==> src/rtl/spi_mcs_pkg.sv <==
package spi_mcs_pkg;
  localparam int DIV_W    = 8;
  localparam int LEN_W    = 4;
  localparam int MIN_BITS = 8;
  localparam int MAX_BITS = 16;
  localparam int BITS_W   = $clog2(MAX_BITS + 1);
  localparam int HALF_W   = $clog2(2 * MAX_BITS);
  localparam int CFG_W    = DIV_W + LEN_W + 2;
  localparam int F_LEN    = DIV_W;
  localparam int F_CPOL   = DIV_W + LEN_W;
  localparam int F_NCPHA  = F_CPOL + 1;
  localparam int ADDR_W   = 3;
  localparam logic [ADDR_W-1:0] ADDR_TX   = 3'd4;
  localparam logic [ADDR_W-1:0] ADDR_CTRL = 3'd5;

  typedef struct packed {
    logic              ncpha;
    logic              cpol;
    logic [BITS_W-1:0] bits;
    logic [DIV_W-1:0]  div;
  } cs_cfg_t;

  typedef enum logic [2:0] {
    ST_IDLE, ST_SETUP, ST_LEAD, ST_SHIFT, ST_TRAIL
  } eng_st_t;

  // Divider 0 is not a legal setting and is mapped to 1.
  function automatic logic [DIV_W-1:0] eff_div(input logic [DIV_W-1:0] d);
    return (d == '0) ? DIV_W'(1) : d;
  endfunction

  function automatic logic [BITS_W-1:0] frame_bits(input logic [LEN_W-1:0] c);
    int t;
    t = MIN_BITS + int'(c);
    if (t > MAX_BITS) t = MAX_BITS;
    return BITS_W'(t);
  endfunction

  function automatic cs_cfg_t decode_cfg(input logic [CFG_W-1:0] w);
    cs_cfg_t c;
    c.div   = eff_div(w[DIV_W-1:0]);
    c.bits  = frame_bits(w[F_LEN +: LEN_W]);
    c.cpol  = w[F_CPOL];
    c.ncpha = w[F_NCPHA];
    return c;
  endfunction

  // Index of the final half period of a frame: 2*bits-1.
  function automatic logic [HALF_W-1:0] last_half_of(input logic [BITS_W-1:0] b);
    int t;
    t = 2 * int'(b) - 1;
    return HALF_W'(t);
  endfunction

  // Moves a right-justified word so that its MSB sits at the top of the shifter.
  function automatic logic [MAX_BITS-1:0] align_msb(input logic [MAX_BITS-1:0] d,
                                                    input logic [BITS_W-1:0] b);
    return d << (MAX_BITS - int'(b));
  endfunction
endpackage

==> src/rtl/spi_mcs_cfg_bank.sv <==
module spi_mcs_cfg_bank
  import spi_mcs_pkg::*;
#(
  parameter int NUM_CS = 4,
  parameter int CS_W   = 2
) (
  input  logic             clk,
  input  logic             rst_n,
  input  logic             wr_en,
  input  logic [CS_W-1:0]  wr_idx,
  input  logic [CFG_W-1:0] wr_word,
  input  logic [CS_W-1:0]  rd_idx,
  output cs_cfg_t          rd_cfg
);
  localparam cs_cfg_t CFG_RST = '{ncpha: 1'b0, cpol: 1'b0,
                                  bits: BITS_W'(MIN_BITS), div: DIV_W'(1)};

  cs_cfg_t slot_q [NUM_CS];

  for (genvar g = 0; g < NUM_CS; g++) begin : g_slot
    always_ff @(posedge clk) begin
      if (!rst_n) begin
        slot_q[g] <= CFG_RST;
      end else if (wr_en && wr_idx == CS_W'(g)) begin
        slot_q[g] <= decode_cfg(wr_word);
      end
    end

    a_r5_div_nonzero: assert property (@(posedge clk) disable iff (!rst_n)
      slot_q[g].div != '0);
  end

  assign rd_cfg = slot_q[rd_idx];
endmodule

==> src/rtl/spi_mcs_half_timer.sv <==
module spi_mcs_half_timer #(
  parameter int DIV_W = 8
) (
  input  logic             clk,
  input  logic             rst_n,
  input  logic             run,
  input  logic [DIV_W-1:0] div,
  output logic             tick
);
  logic [DIV_W-1:0] cnt_q;
  logic             fast;
  logic             at_end;

  // Divider 1 bypasses the compare: one edge on every cycle.
  assign fast   = (div == DIV_W'(1));
  assign at_end = (cnt_q == div - DIV_W'(1));
  assign tick   = run && (fast || at_end);

  always_ff @(posedge clk) begin
    if (!rst_n || !run || tick) cnt_q <= '0;
    else                        cnt_q <= cnt_q + DIV_W'(1);
  end

  a_r5_count_in_range: assert property (@(posedge clk) disable iff (!rst_n)
    run |-> cnt_q < div);
endmodule

==> src/rtl/spi_mcs_engine.sv <==
module spi_mcs_engine
  import spi_mcs_pkg::*;
#(
  parameter int NUM_CS = 4,
  parameter int CS_W   = 2
) (
  input  logic                clk,
  input  logic                rst_n,
  input  logic                soft_rst,
  input  logic                start,
  input  cs_cfg_t             start_cfg,
  input  logic [CS_W-1:0]     start_cs,
  input  logic [MAX_BITS-1:0] start_data,
  input  logic                miso,
  output logic                idle,
  output logic                frame_done,
  output logic [MAX_BITS-1:0] rx_word,
  output logic                spck,
  output logic                mosi,
  output logic [NUM_CS-1:0]   cs_n
);
  eng_st_t             st_q;
  cs_cfg_t             act_q;
  logic [CS_W-1:0]     act_cs_q;
  logic [HALF_W-1:0]   half_q;
  logic [MAX_BITS-1:0] tx_sh_q;
  logic [MAX_BITS-1:0] rx_sh_q;
  logic                spck_q;
  logic                mosi_q;
  logic [NUM_CS-1:0]   cs_n_q;
  logic [HALF_W:0]     chk_edges_q;

  logic              tick;
  logic              run;
  logic [HALF_W-1:0] last_half;
  logic [HALF_W-1:0] next_half;
  logic              edge_evt;
  logic              edge_lead;
  logic              capture;
  logic              launch;
  logic              accept;

  assign run       = (st_q == ST_LEAD) || (st_q == ST_SHIFT) || (st_q == ST_TRAIL);
  assign last_half = last_half_of(act_q.bits);
  assign next_half = (st_q == ST_LEAD) ? '0 : half_q + HALF_W'(1);
  assign edge_evt  = tick && ((st_q == ST_LEAD) ||
                              (st_q == ST_SHIFT && half_q != last_half));
  assign frame_done = tick && (st_q == ST_SHIFT) && (half_q == last_half);
  // Even half-period index: the edge leaves the idle level.
  assign edge_lead = ~next_half[0];
  assign capture   = edge_evt && (edge_lead == act_q.ncpha);
  assign launch    = edge_evt && !capture;
  assign accept    = start && (st_q == ST_IDLE);

  spi_mcs_half_timer #(.DIV_W(DIV_W)) u_timer (
    .clk  (clk),
    .rst_n(rst_n),
    .run  (run),
    .div  (act_q.div),
    .tick (tick)
  );

  always_ff @(posedge clk) begin
    if (!rst_n || soft_rst) begin
      st_q     <= ST_IDLE;
      act_q    <= '0;
      act_cs_q <= '0;
      half_q   <= '0;
      tx_sh_q  <= '0;
      rx_sh_q  <= '0;
      spck_q   <= 1'b0;
      mosi_q   <= 1'b0;
      cs_n_q   <= '1;
    end else begin
      unique case (st_q)
        ST_IDLE: if (accept) begin
          act_q    <= start_cfg;
          act_cs_q <= start_cs;
          tx_sh_q  <= align_msb(start_data, start_cfg.bits);
          rx_sh_q  <= '0;
          spck_q   <= start_cfg.cpol;
          st_q     <= ST_SETUP;
        end
        ST_SETUP: begin
          cs_n_q <= ~(NUM_CS'(1) << act_cs_q);
          if (act_q.ncpha) begin
            mosi_q  <= tx_sh_q[MAX_BITS-1];
            tx_sh_q <= tx_sh_q << 1;
          end
          st_q <= ST_LEAD;
        end
        ST_LEAD: if (tick) begin
          half_q <= '0;
          st_q   <= ST_SHIFT;
        end
        ST_SHIFT: if (tick) begin
          if (half_q == last_half) st_q <= ST_TRAIL;
          else                     half_q <= next_half;
        end
        ST_TRAIL: if (tick) begin
          cs_n_q <= '1;
          st_q   <= ST_IDLE;
        end
        default: st_q <= ST_IDLE;
      endcase

      if (edge_evt) spck_q <= ~spck_q;
      if (capture)  rx_sh_q <= {rx_sh_q[MAX_BITS-2:0], miso};
      if (launch) begin
        mosi_q  <= tx_sh_q[MAX_BITS-1];
        tx_sh_q <= tx_sh_q << 1;
      end
    end
  end

  // Edge counter used only by the assertions below.
  always_ff @(posedge clk) begin
    if (!rst_n || accept) chk_edges_q <= '0;
    else if (edge_evt)    chk_edges_q <= chk_edges_q + 1'b1;
  end

  assign idle    = (st_q == ST_IDLE);
  assign rx_word = rx_sh_q;
  assign spck    = spck_q;
  assign mosi    = mosi_q;
  assign cs_n    = cs_n_q;

  a_r2_single_select: assert property (@(posedge clk) disable iff (!rst_n)
    $onehot0(~cs_n_q));
  a_r4_exact_pulses: assert property (@(posedge clk) disable iff (!rst_n)
    frame_done |-> chk_edges_q == {1'b0, last_half} + 1'b1);
  a_r7_no_edge_unselected: assert property (@(posedge clk) disable iff (!rst_n)
    edge_evt |-> cs_n_q != '1);
  a_r6_level_before_first_edge: assert property (@(posedge clk) disable iff (!rst_n)
    (st_q == ST_LEAD) |-> spck_q == act_q.cpol);
  a_r6_level_in_trail: assert property (@(posedge clk) disable iff (!rst_n)
    (st_q == ST_TRAIL) |-> spck_q == act_q.cpol);
  a_r7_idle_clock_still: assert property (@(posedge clk) disable iff (!rst_n)
    (st_q == ST_IDLE && !accept && !soft_rst) |=> $stable(spck_q));
  a_r5_div1_every_cycle: assert property (@(posedge clk) disable iff (!rst_n)
    (st_q == ST_SHIFT && act_q.div == DIV_W'(1) && !frame_done && !soft_rst)
      |=> half_q == $past(half_q) + HALF_W'(1));
  a_r12_sw_reset_idle: assert property (@(posedge clk) disable iff (!rst_n)
    soft_rst |=> (st_q == ST_IDLE && cs_n_q == '1 && spck_q == 1'b0));
endmodule

==> src/rtl/spi_mcs_master.sv <==
module spi_mcs_master
  import spi_mcs_pkg::*;
#(
  parameter int NUM_CS = 4,
  localparam int CS_W  = (NUM_CS > 1) ? $clog2(NUM_CS) : 1,
  localparam int WD_W  = MAX_BITS + CS_W
) (
  input  logic                clk,
  input  logic                rst_n,
  input  logic                wr_en,
  input  logic [ADDR_W-1:0]   wr_addr,
  input  logic [WD_W-1:0]     wr_data,
  input  logic                rd_en,
  output logic [MAX_BITS-1:0] rx_data,
  output logic                rx_full,
  output logic                tx_ready,
  output logic                busy,
  output logic                spck,
  output logic                mosi,
  input  logic                miso,
  output logic [NUM_CS-1:0]   cs_n
);
  logic                cfg_we, tx_we, ctrl_we, soft_rst;
  logic                en_q, hold_v_q, rx_full_q;
  logic [MAX_BITS-1:0] hold_data_q, rx_q;
  logic [CS_W-1:0]     hold_cs_q;
  logic                eng_idle, frame_done, start_acc;
  logic [MAX_BITS-1:0] rx_word;
  cs_cfg_t             sel_cfg;

  assign cfg_we    = wr_en && (int'(wr_addr) < NUM_CS);
  assign tx_we     = wr_en && (wr_addr == ADDR_TX);
  assign ctrl_we   = wr_en && (wr_addr == ADDR_CTRL);
  assign soft_rst  = ctrl_we && wr_data[1];
  assign start_acc = en_q && hold_v_q && eng_idle;

  spi_mcs_cfg_bank #(.NUM_CS(NUM_CS), .CS_W(CS_W)) u_cfg (
    .clk    (clk),
    .rst_n  (rst_n),
    .wr_en  (cfg_we),
    .wr_idx (wr_addr[CS_W-1:0]),
    .wr_word(wr_data[CFG_W-1:0]),
    .rd_idx (hold_cs_q),
    .rd_cfg (sel_cfg)
  );

  spi_mcs_engine #(.NUM_CS(NUM_CS), .CS_W(CS_W)) u_eng (
    .clk       (clk),
    .rst_n     (rst_n),
    .soft_rst  (soft_rst),
    .start     (en_q && hold_v_q),
    .start_cfg (sel_cfg),
    .start_cs  (hold_cs_q),
    .start_data(hold_data_q),
    .miso      (miso),
    .idle      (eng_idle),
    .frame_done(frame_done),
    .rx_word   (rx_word),
    .spck      (spck),
    .mosi      (mosi),
    .cs_n      (cs_n)
  );

  always_ff @(posedge clk) begin
    if (!rst_n || soft_rst) begin
      en_q        <= 1'b0;
      hold_v_q    <= 1'b0;
      hold_data_q <= '0;
      hold_cs_q   <= '0;
      rx_full_q   <= 1'b0;
      rx_q        <= '0;
    end else begin
      if (ctrl_we)   en_q <= wr_data[0];
      if (start_acc) hold_v_q <= 1'b0;
      if (tx_we && !hold_v_q) begin
        hold_v_q    <= 1'b1;
        hold_data_q <= wr_data[MAX_BITS-1:0];
        hold_cs_q   <= wr_data[MAX_BITS +: CS_W];
      end
      if (frame_done) begin
        rx_q      <= rx_word;
        rx_full_q <= 1'b1;
      end else if (rd_en) begin
        rx_full_q <= 1'b0;
      end
    end
  end

  assign rx_data  = rx_q;
  assign rx_full  = rx_full_q;
  assign tx_ready = !hold_v_q;
  assign busy     = !eng_idle;

  a_r9_hold_kept: assert property (@(posedge clk) disable iff (!rst_n)
    (tx_we && hold_v_q && !start_acc) |=> ($stable(hold_data_q) && $stable(hold_cs_q)));
  a_r10_wait_enable: assert property (@(posedge clk) disable iff (!rst_n)
    (eng_idle && !en_q) |=> eng_idle);
  a_r11_full_after_frame: assert property (@(posedge clk) disable iff (!rst_n)
    (frame_done && !soft_rst) |=> rx_full_q);
  a_r12_flags_cleared: assert property (@(posedge clk) disable iff (!rst_n)
    soft_rst |=> (!rx_full_q && !hold_v_q && !en_q));
endmodule

==> config.mk <==
export PLATFORM = sky130hd
export DESIGN_NAME = spi_mcs_master
export DESIGN_NICKNAME = d
export VERILOG_FILES = /design/src/rtl/spi_mcs_pkg.sv /design/src/rtl/spi_mcs_cfg_bank.sv /design/src/rtl/spi_mcs_half_timer.sv /design/src/rtl/spi_mcs_engine.sv /design/src/rtl/spi_mcs_master.sv
export SDC_FILE = /design/constraint.sdc
export NUM_CORES = 1
export LEC_CHECK = 0
export CAP_MARGIN = 20
export CORE_UTILIZATION = 60
export DETAILED_ROUTE_END_ITERATION = 8
export PLACE_DENSITY = 0.82
export SLEW_MARGIN = 15
export SYNTH_ARGS = -nofsm -noshare
export SYNTH_HDL_FRONTEND = slang
export SYNTH_SLANG_ARGS = --single-unit
==> constraint.sdc <==
create_clock -name clk -period 4.4 [get_ports clk]
set_input_delay 1.32 -clock clk [delete_from_list [all_inputs] [get_ports clk]]
set_output_delay 1.32 -clock clk [all_outputs]
set_load 0.1 [all_outputs]
== Yosys cells after proc, flatten, opt, wreduce, memory -nomap -nowiden ==
Memory sizes are Yosys's and may differ from the RTL's. A register that Yosys moved wholly into a read port is not among the register bits.
Cells that the tools add are included.

* Flip-flop bits (word level): 106
* Word-level logic and storage cells: 174
* Bits in latches: 0
* Input bits: 26
* Bits in writable memories: 60
* Memories kept: 1
* Bits in read-only memories: 0

* Bitwise gates (word level): 7
* Shift operators: 2
* Reduce and logical (&&, ||, !) cells: 55
* Add/subtract/negate cells: 6
* Div/mod/pow operators: 0
* Multiplexer cells: 59
* Magnitude comparators: 2
* Multiply operators: 0
* Eq/ne operators: 23

{| class="wikitable"
|+ Memories
! memory !! words !! width !! rd ports !! clocked after Yosys merged registers in !! wr ports !! RTL line !! source
|-
| u_cfg.slot_q || 4 || 15 || 1 || 1 || 4 || spi_mcs_cfg_bank.sv:18 || <nowiki>cs_cfg_t slot_q [NUM_CS];</nowiki>
|}

{| class="wikitable"
|+ Operators with widths
! cell !! count
|-
| $mux 16 || 6
|-
| $mux 5 || 13
|-
| $mux 15 || 4
|-
| $gt 32x6->1 const B || 1
|-
| $pmux 16 s2 || 1
|-
| $shl 16x32->16 || 1
|-
| $mux 1 || 23
|-
| $reduce_bool 2->1 || 11
|-
| $logic_and 1x1->1 || 18
|-
| $mux 3 || 5
|-
| $pmux 3 s5 || 1
|-
| $ne 2x1->1 const B || 5
|-
| $pmux 5 s2 || 1
|-
| $reduce_and 2->1 || 5
|-
| $eq 3x3->1 const B || 3
|-
| $add 8x1->8 const B || 1
|-
| $eq 8x1->1 const B || 1
|-
| $eq 8x8->1 || 1
|-
| $logic_not 8->1 || 1
|-
| $mux 8 || 1
|-
| $pmux 4 s2 || 1
|-
| $sub 8x1->8 const B || 1
|-
| $logic_or 1x1->1 || 7
|-
| $eq 3x2->1 const B || 2
|-
| 27 further kinds || 40
|}

== Depth between registers and ports, before layout ==
* Word-level depth: 10
* Mapped depth: 14
* Depth with buffers taken out: 11

== Modules after synthesis ==
A second synthesis with hierarchy kept.

* Cell total of the unflattened synthesis: 802
* Area, all modules: 8136.6 um^2

{| class="wikitable"
|+ By module, submodules not included
! module !! cells each !! seq. area each (um^2) !! instances !! area each (um^2)
|-
| spi_mcs_engine || 447 || 1221.2 || 1 || 3434.5
|-
| spi_mcs_cfg_bank || 165 || 1801.7 || 1 || 2713.9
|-
| spi_mcs_master || 123 || 740.7 || 1 || 1386.3
|-
| spi_mcs_half_timer || 67 || 160.2 || 1 || 601.8
|}

== Least setup slack after synthesis ==
No wires, ideal clock.

* Kind: input to register
* Start: input port wr_addr[0]
* End: memory u_cfg.slot_q[1][0] (netlist name), enable pin
* Path slack: 1.170 ns
* Data arrival time: 2.823 ns
* Path buffers: 1
* Required time: 3.992 ns
* Stages: 3
* Cell sequence: clkbuf_1 -> nand2b_1 -> o21ai_0

{| class="wikitable"
|+ RTL lines
! item !! RTL line !! source
|-
| start, declared || spi_mcs_master.sv:11 || <nowiki>input logic [ADDR_W-1:0] wr_addr,</nowiki>
|-
| end, declared || spi_mcs_cfg_bank.sv:18 ||
|}

==> run_results.csv <==
group,metric,value,unit
run_status,status,"finished clean",
cts,insertion_delay,0.44,ns
drt,drc,0,
layout,layout_common_cells,"nand2_1, dfxtp_1, a21oi_1, nor2_1, edfxtp_1",
cts,htree_levels,4,
sta,fin_skew,0.009368,ns
worst_setup_path,worstPathArrival,3.86,ns
sta,max_freq,282.3,MHz
power,switchingPower,779.3,µW
yosys,synth_area_per_cell,9.643,µm²
yosys,synth_flop_cell,"dfxtp_1",
layout,final_cells,1041,
sta,fin_crit,3.543,ns
global_routing,grt_pass1_wl,30.33,mm
cts,cts_buffer_depth,2,
cts,cts_root_buffer,"clkbuf_16",
floorplan,fp.dieArea,13640,µm²
yosys,synth-edff-count,60,
floorplan,die_h,116.8,µm
power,seqPwrFrac,48.7,%
worst_setup_path,start_kind,"flop",
sta,rsz0062_at_grt,"no",
floorplan,initial_core_util,62.16,%
drt,dr_total_vias,6289,
layout,diodes,0,
layout,nFillCells,975,
yosys,synthArstFlopShare,0,%
worst_setup_path,worstPathRequired,4.71,ns
sta,min_period_over_period,80.52,%
placement,dp_cells,1009,
sta,holdWs,0.4676,ns
placement,hpwl,12.86,mm
sta,hold_viol_final,0,
yosys,synth_top_area_share,27.34,%
cts,tritoncts,"done",
power,power.density,374.1,nW/µm²
floorplan,core_area,12720,µm²
placement,port-buffer-count,50,
drt,via_per_inst,6.041,
sta,fin_setup_tns,0,ns
hold_path,hold_class,"reg2reg",
global_routing,first_global_vias,6191,
worst_setup_path,cp_max_fo,22,
worst_setup_path,critPathKind,"reg2reg",
floorplan,fp.dieW,116.8,µm
sta,tightest_slew,1.036,ns
drt,finalWirelength,18.70,mm
power,irDropWorstVdd,380.4,µV
placement,routabilityCongestion,0.9835,
worst_setup_path,end_kind,"flop",
power,p_sw_share,22.79,%
yosys,synth_area,7908,µm²
yosys,yosys_warnings,0,
global_routing,grt_max_degree,35,
floorplan,row_count,41,
yosys,seq_area_frac_synth,50.13,%
cts,cts-resized-gates,0,
layout,final_common_cell,"nand2_1",
sta,slew_headroom,30.65,%
drt,firstDrtPassIters,6,
layout,syn_to_final_growth,15.60,%
cts,numCtsBuffers,17,
drt,drtIter0Drc,659,
power,internal_power,2.641,mW
yosys,ys_seq_elements,168,
yosys,synth.distinct_cells,66,
global_routing,grt_usage,29.91,%
global_routing,antenna_found_initial,0,
run,maxCapViolations,0,
power,power_leakage,3.149,nW
drt,ant_nets,0,
floorplan,io_pins,51,
yosys,synthTopCellsByArea,"dfxtp_1, edfxtp_1, nand2_1",
sta,finalSetupViolCount,0,
power,pwr-share-clk,44.1,%
yosys,synthCells,820,
cts,post-cts-setup-buffers,0,
cts,path_clk_slew,0.06,ns
layout,nets,888,
drt,detail_route.wl_per_cell,17.96,µm
cts,holdBufCountCts,0,
yosys,syn-num-nets,852,
layout,layout-drive-gt1-share,9.321,%
power,comb_power_share,7.2,%
global_routing,grt_overflow,0,
yosys,netlist.top_cell.by_area,"dfxtp_1",
sta,slew_viol_final,0,
cts,cts.sinks,168,
-- area by class of cell --
type                    instances  area [µm²]  share of cell area [%]
well taps                     172       215.2                   2.354
clock buffers                  22       486.7                   5.324
flip-flops and latches        168        3964                   43.36
repair buffers                 65       610.6                   6.679
multi-input cells             580        3659                   40.02
inverters                      24       90.09                  0.9855
clock inverters                10       116.4                   1.273
-- kinds of logic after synthesis --
logic type	count (synthesis)	share of synthesized area [%]
compound gates	159	12.25
xor+xnor	29	3.212
fa+ha+maj	6	0.9493
buf+inv	72	3.782
flops	168	50.13
mux	52	9.604
simple gates	334	20.08
-- power groups by stage --
stage | Clock, mW | Sequential, mW | Combinational, mW
6_report | 1.51 | 1.67 | 0.247
5_1_grt | 1.58 | 1.67 | 0.266
4_1_cts | 1.51 | 1.67 | 0.244
3_5_place_dp | 0 | 1.70 | 0.241
3_3_place_gp | 0 | 1.69 | 0.236
2_1_floorplan | 0 | 1.69 | 0.161
-- Yosys cell counts (all sizes together) (4+ instances only) --
cell type,instances
or3,6
nor2,75
nand3b,4
nand2,124
ha,6
xor2,15
nor4,6
xnor2,14
and2,39
a21oi,81
nor3,16
o211ai,6
buf,16
edfxtp,60
clkbuf,32
nand4,5
mux2i,32
a22oi,7
nand3,29
nand2b,13
dfxtp,108
o21ai,31
inv,24
a221oi,6
or4,4
a31oi,4
mux4,19
-- critical path, cell delays in order, from the launching register on --
cell and delay [ns]:
dfxtp_1 0.30, buf_4 0.25, mux4_2 0.60, inv_1 0.17, ha_1 0.73, inv_2 0.24
mux4_2 0.47, nand3_1 0.09, o21ai_0 0.14, a221oi_1 0.32, a21oi_1 0.10
-- worst paths after layout --
| check | start | endpoint | slack, ns | cells after the start |
|---|---|---|---|---|
| setup / recovery | flop | u_eng.tx_sh_q[12]$_SDFFE_PP0P_ | 0.86 | 10 |
| hold / removal | hold_data_q[15]$_SDFFE_PP0P_ | hold_data_q[15]$_SDFFE_PP0P_ | 0.47 | 2 |
| setup reg to reg | flop | u_eng.tx_sh_q[12]$_SDFFE_PP0P_ | 0.86 | 10 |
| hold reg to reg | hold_data_q[15]$_SDFFE_PP0P_ | hold_data_q[15]$_SDFFE_PP0P_ | 0.47 | 2 |
-- flip-flops by register name, indices dropped and copies added (netlist names), 3 cells and up, named ones only --
register,cells
u_eng.half_q,5
u_eng.cs_n,4
rx_data,16
u_eng.u_timer.cnt_q,8
hold_data_q,16
u_eng.tx_sh_q,16
u_eng.rx_word,16
u_eng.st_q,3
u_cfg.slot_q,60
u_eng.act_q,13
-- metrics by stage --
step / power [mW] / area, µm² / util, % / setup WS [ns]
6_report: 3.420 / 9141 / 71.85 / 0.8571
5_1_grt: 3.515 / 9141 / 71.85 / 0.6536
4_1_cts: 3.424 / 9141 / 71.85 / 0.8866
3_5_place_dp: 1.939 / 8538 / 67.11 / 0.8529
3_3_place_gp: 1.931 / 8538 / 67.11 / 0.9963
2_1_floorplan: 1.852 / 7908 / - / 1.170
-- per-layer routing --
metal / GRT usage [%] / wire (µm)
met1: 37.44 / 7479
met2: 49.39 / 9205
met3: 6.643 / 1433
met4: 14.60 / 578
met5: 0 / 0
(Power assumes the default switching activity.)
